## src/rtl/mclkdiv_pkg.sv

```systemverilog
package mclkdiv_pkg;
    parameter int CODE_W       = 3;
    parameter int MAX_CODE_512 = 4;
    parameter int MAX_CODE_384 = 3;

    localparam int NUM_CODES = 1 << CODE_W;
    localparam int CNT_W     = (MAX_CODE_512 > 0) ? MAX_CODE_512 : 1;

    typedef logic [CODE_W-1:0] code_t;
    typedef logic [CNT_W-1:0]  cnt_t;

    typedef enum logic {
        FAMILY_512 = 1'b0,
        FAMILY_384 = 1'b1
    } family_e;

    typedef struct packed {
        logic  en;
        code_t code;
    } div_cfg_t;

    // last count value of a half period for a given code
    function automatic cnt_t half_last(code_t c);
        int span;
        span = 1 << c;
        return cnt_t'(span - 1);
    endfunction
endpackage

```

## src/rtl/mclk_cfg_check.sv

```systemverilog
module mclk_cfg_check
    import mclkdiv_pkg::*;
(
    input  logic    clk,
    input  logic    rst,
    input  family_e family,
    input  code_t   code,
    output logic    legal,
    output logic    err_q
);
    logic [NUM_CODES-1:0] ok_512;
    logic [NUM_CODES-1:0] ok_384;

    genvar k;
    generate
        for (k = 0; k < NUM_CODES; k++) begin : g_code
            assign ok_512[k] = (k <= MAX_CODE_512);
            assign ok_384[k] = (k <= MAX_CODE_384);
        end
    endgenerate

    always_comb begin
        unique case (family)
            FAMILY_512: legal = ok_512[code];
            FAMILY_384: legal = ok_384[code];
            default:    legal = 1'b0;
        endcase
    end

    always_ff @(posedge clk) begin
        if (rst) err_q <= 1'b0;
        else     err_q <= ~legal;
    end
endmodule

```

## src/rtl/mclk_half_counter.sv

```systemverilog
module mclk_half_counter
    import mclkdiv_pkg::*;
(
    input  logic     clk,
    input  logic     rst,
    input  div_cfg_t cfg,
    output logic     term
);
    cnt_t cnt;

    assign term = cfg.en && (cnt == half_last(cfg.code));

    always_ff @(posedge clk) begin
        if (rst)                 cnt <= '0;
        else if (!cfg.en || term) cnt <= '0;
        else                     cnt <= cnt + 1'b1;
    end
endmodule

```

## src/rtl/mclk_phase_ctrl.sv

```systemverilog
module mclk_phase_ctrl
    import mclkdiv_pkg::*;
(
    input  logic     clk,
    input  logic     rst,
    input  logic     req_en,
    input  code_t    req_code,
    input  logic     term,
    output div_cfg_t cfg_q,
    output logic     mclk_q
);
    div_cfg_t cfg_n;
    logic     mclk_n;
    logic     reload;

    // a fresh setting is taken only from idle or when a low phase ends
    assign reload = !cfg_q.en || (term && !mclk_q);

    always_comb begin
        cfg_n  = cfg_q;
        mclk_n = mclk_q;
        if (reload) begin
            cfg_n.en   = req_en;
            cfg_n.code = req_en ? req_code : cfg_q.code;
            mclk_n     = req_en;
        end else if (term) begin
            mclk_n = 1'b0;
        end
    end

    always_ff @(posedge clk) begin
        if (rst) begin
            cfg_q  <= '0;
            mclk_q <= 1'b0;
        end else begin
            cfg_q  <= cfg_n;
            mclk_q <= mclk_n;
        end
    end
endmodule

```

## src/rtl/mclk_divider.sv

```systemverilog
module mclk_divider
    import mclkdiv_pkg::*;
(
    input  logic              clk,
    input  logic              rst,
    input  logic              run_en,
    input  logic              clk_gate,
    input  logic              base_sel,
    input  logic [CODE_W-1:0] div_code,
    output logic              mclk_out,
    output logic              cfg_err
);
    logic     legal;
    logic     req_en;
    logic     term;
    div_cfg_t cur_cfg;

    mclk_cfg_check u_cfg (
        .clk    (clk),
        .rst    (rst),
        .family (family_e'(base_sel)),
        .code   (div_code),
        .legal  (legal),
        .err_q  (cfg_err)
    );

    assign req_en = run_en && !clk_gate && legal;

    mclk_half_counter u_cnt (
        .clk  (clk),
        .rst  (rst),
        .cfg  (cur_cfg),
        .term (term)
    );

    mclk_phase_ctrl u_ctrl (
        .clk      (clk),
        .rst      (rst),
        .req_en   (req_en),
        .req_code (div_code),
        .term     (term),
        .cfg_q    (cur_cfg),
        .mclk_q   (mclk_out)
    );
endmodule

```

## config.mk

```make
export PLATFORM = sky130hd
export DESIGN_NAME = mclk_divider
export DESIGN_NICKNAME = d
export VERILOG_FILES = /design/src/rtl/mclkdiv_pkg.sv /design/src/rtl/mclk_cfg_check.sv /design/src/rtl/mclk_half_counter.sv /design/src/rtl/mclk_phase_ctrl.sv /design/src/rtl/mclk_divider.sv
export SDC_FILE = /design/constraint.sdc
export NUM_CORES = 1
export LEC_CHECK = 0
export BUFFER_PORTS_ARGS = -buffer_cell sky130_fd_sc_hd__clkbuf_2
export CAP_MARGIN = 20
export CORE_AREA = 3 3 40 42
export CTS_CLUSTER_SIZE = 28
export DETAILED_ROUTE_END_ITERATION = 8
export DIE_AREA = 0 0 43 45
export GPL_TIMING_DRIVEN = 0
export SLEW_MARGIN = 20
export SYNTH_ARGS = -nofsm -noshare
export SYNTH_HDL_FRONTEND = slang
export SYNTH_SLANG_ARGS = --single-unit
```

## constraint.sdc

```tcl
create_clock -name clk -period 2.9 [get_ports clk]
set_input_delay 0.145 -clock clk [delete_from_list [all_inputs] [get_ports clk]]
set_output_delay 0.145 -clock clk [all_outputs]
set_load 0.005 [all_outputs]
```

==> flow_summary.toml <==
[critical_path]
critical_path_class = "reg2reg"
cp-end-kind = "register"
ff2ff_setup_slack_ps = 670
path_max_fanout = 5
reg2reg_to = "u_ctrl.mclk_q"
required_ps = 3070
worstReg2RegStart = "u_ctrl.cfg_q[0]"
cp-start-kind = "register"
cp.arrival_ps = 2400
r2r_cells = 7

[placed_design]
port_buffers = 9
gp_congestion = 0.7125
place_area_um2 = 551.8
place_ws_ps = 679.9
dpl.cell_count = 74
hpwl_um = 622

[yosys]
synth.avg_cell_area_um2 = 9.759
synth.area.top_cells = "dfxtp_1 41%, nand2b_1 6.4%, mux2i_1 6.2%"
syn_area_um2 = 488.0
ys.flop_type = "dfxtp_1"
yosysWarnings = 0
netlist_instances = 50
async_flop_share_pct = 0
yosysMostFrequentCell = "dfxtp_1"
synth_top_area_cell = "dfxtp_1"
ys_seq_elements = 10
ys_seq_area_share_pct = 41.03
synth.distinct_cells = 23
ys_top_cells_by_count = "10 x dfxtp_1, 7 x nor2_1, 5 x nand2b_1"
synth_edf_count = 0
synth_top_area_share_pct = 41.03
syn_nets = 60

[routing]
dr_total_vias = 376
vias_per_cell = 4.821
routed_wl_um = 805
drc = 0
dr.pass1.iters = 2
drt_iter0_markers = 2
detail-route-antenna-nets = 0
wire_per_inst_um = 10.32

[global_route]
track_usage_pct = 10.52
antenna_found_initial = 0
grt_pass1_wl_um = 1421
globalRouteMet2Util_pct = 13.77
met1_usage_pct = 12.86
overflow = 0
grt_max_degree = 11
grt_pass1_vias = 339
busiest_layer = "met2"
grtUsageMet3_pct = 3.586

[cells_and_area]
post-route-util_pct = 45.76
instances_no_fill = 78
nets = 74
n_antenna_cell = 0
area_growth_pct = 20.51
final_area_um2 = 588.1
drive_gt1_share_pct = 25.40

[power_and_ir_drop]
cellPowerDensity_nw_per_um2 = 526.2
peakVddDrop_v = 0.0002492
p_leak_nw = 0.2597
p_total_mw = 0.3094

[min_path]
holdPathStages = 3
hold_class = "in2reg"
hold_end = "u_ctrl.cfg_q[2]"
hold_path.startpoint = "div_code[2]"

[sta]
slew_headroom_pct = 75.52
layout_min_cycle_time_ps = 2226
fin_hold_ws_ps = 130.5
finalSetupTns_ps = 0
fin_ws_ps = 674.3
worst_pin_slew_ps = 363.9
maxSlewViolCount = 0
setup_viol = 0
rsz0062_at_grt = "false"
fin_crit_sh_pct = 76.75
fmax_mhz = 449.3
skew_ps = 6.339
hold_viol_final = 0

[clock_network]
cts.clk_slew.worst_paths_ps = 70
clockRootBuffer = "clkbuf_4"
clock_path_buffers = 2
cts_buffers = 3
cts.htree.levels = 1
cts_tree = "yes"
cts-resized-gates = 0
clk_latency_ps = 270
cts_setup_buffers = 0
clock_sinks = 10
ctsHoldBuffers = 0

[floorplanning]
die_h_um = 45
ios = 10
rows = 13
dieArea_um2 = 1935
start_util_pct = 37.97
coreArea_um2 = 1285
die_x_um = 43

[outcome]
status = "complete, no violations"

[job]
maxCapViolCount = 0
[worst max path at each step]
stage	start	end	depth (start not counted)	slack (ps)
floorplan	u_ctrl.cfg_q[0]	u_ctrl.mclk_q	7	800
global placement	u_ctrl.cfg_q[0]	u_ctrl.mclk_q	7	690
detailed placement	u_ctrl.cfg_q[0]	u_ctrl.mclk_q	7	680
CTS	u_ctrl.cfg_q[0]	u_ctrl.mclk_q	7	670
global route	u_ctrl.cfg_q[0]	u_ctrl.mclk_q	7	540
finish	u_ctrl.cfg_q[0]	u_ctrl.mclk_q	7	670
[cells by family after synthesis]
group	after synthesis	synth area share, %
XOR/XNOR	5	8.976
AND/OR/NAND/NOR	22	26.16
multiplexers	3	6.154
buffers and inverters	2	1.539
flip-flops	10	41.03
AO/OA/AOI/OAI	6	11.03
adder cells (fa/ha/maj)	2	5.127
[worst max-delay path, stage by stage (launching register included)]
cell	delay [ps]
dfxtp_1	400
or3b_2	460
ha_1	290
xor2_1	140
o211ai_1	140
or3_1	340
and3_1	190
o21ba_1	160
[metal layers]
| metal | vias to the layer above | part of all wire, % |
|---|---|---|
| met3 | 5 | 3.2 |
| met2 | 5 | 41 |
| met4 | 0 | 4.2 |
| met1 | 162 | 51 |
| met5 | - | 0 |
| li1 | 204 | - |
[power by group]
group	internal, mW	leakage [nW]	total (mW)	switching [mW]
registers	0.141	0.0813	0.145	0.00405
logic	0.0195	0.157	0.0368	0.0173
clock network	0.0763	0.0210	0.127	0.0508
[final cells by class]
type,instances,area (um2)
fillers,125,696.9
multi-input cells,38,280.3
flip-flops and latches,10,200.2
repair buffers,9,45.04
clock buffers,4,36.28
well taps,15,18.77
inverters,2,7.507
[cells in the final DEF (no fill, tap or decap), types with 2 or more instances in the layout]
| cell type | count |
|---|---|
| mux2i_1 | 3 |
| clkbuf_2 | 9 |
| nand3b_1 | 2 |
| inv_1 | 2 |
| nor2_1 | 7 |
| clkbuf_4 | 3 |
| dfxtp_1 | 10 |
| nand2b_1 | 5 |
| xor2_1 | 3 |
| xnor2_1 | 2 |
| ha_1 | 2 |
[flip-flops by register name, summed over array words and instances, names as in the netlist]
| signal | count |
|---|---|
| u_ctrl.cfg_q | 4 |
| u_ctrl.mclk_q | 1 |
| u_cfg.err_q | 1 |
| u_cnt.cnt | 4 |
Note: power is estimated with default switching activity, not from simulation.
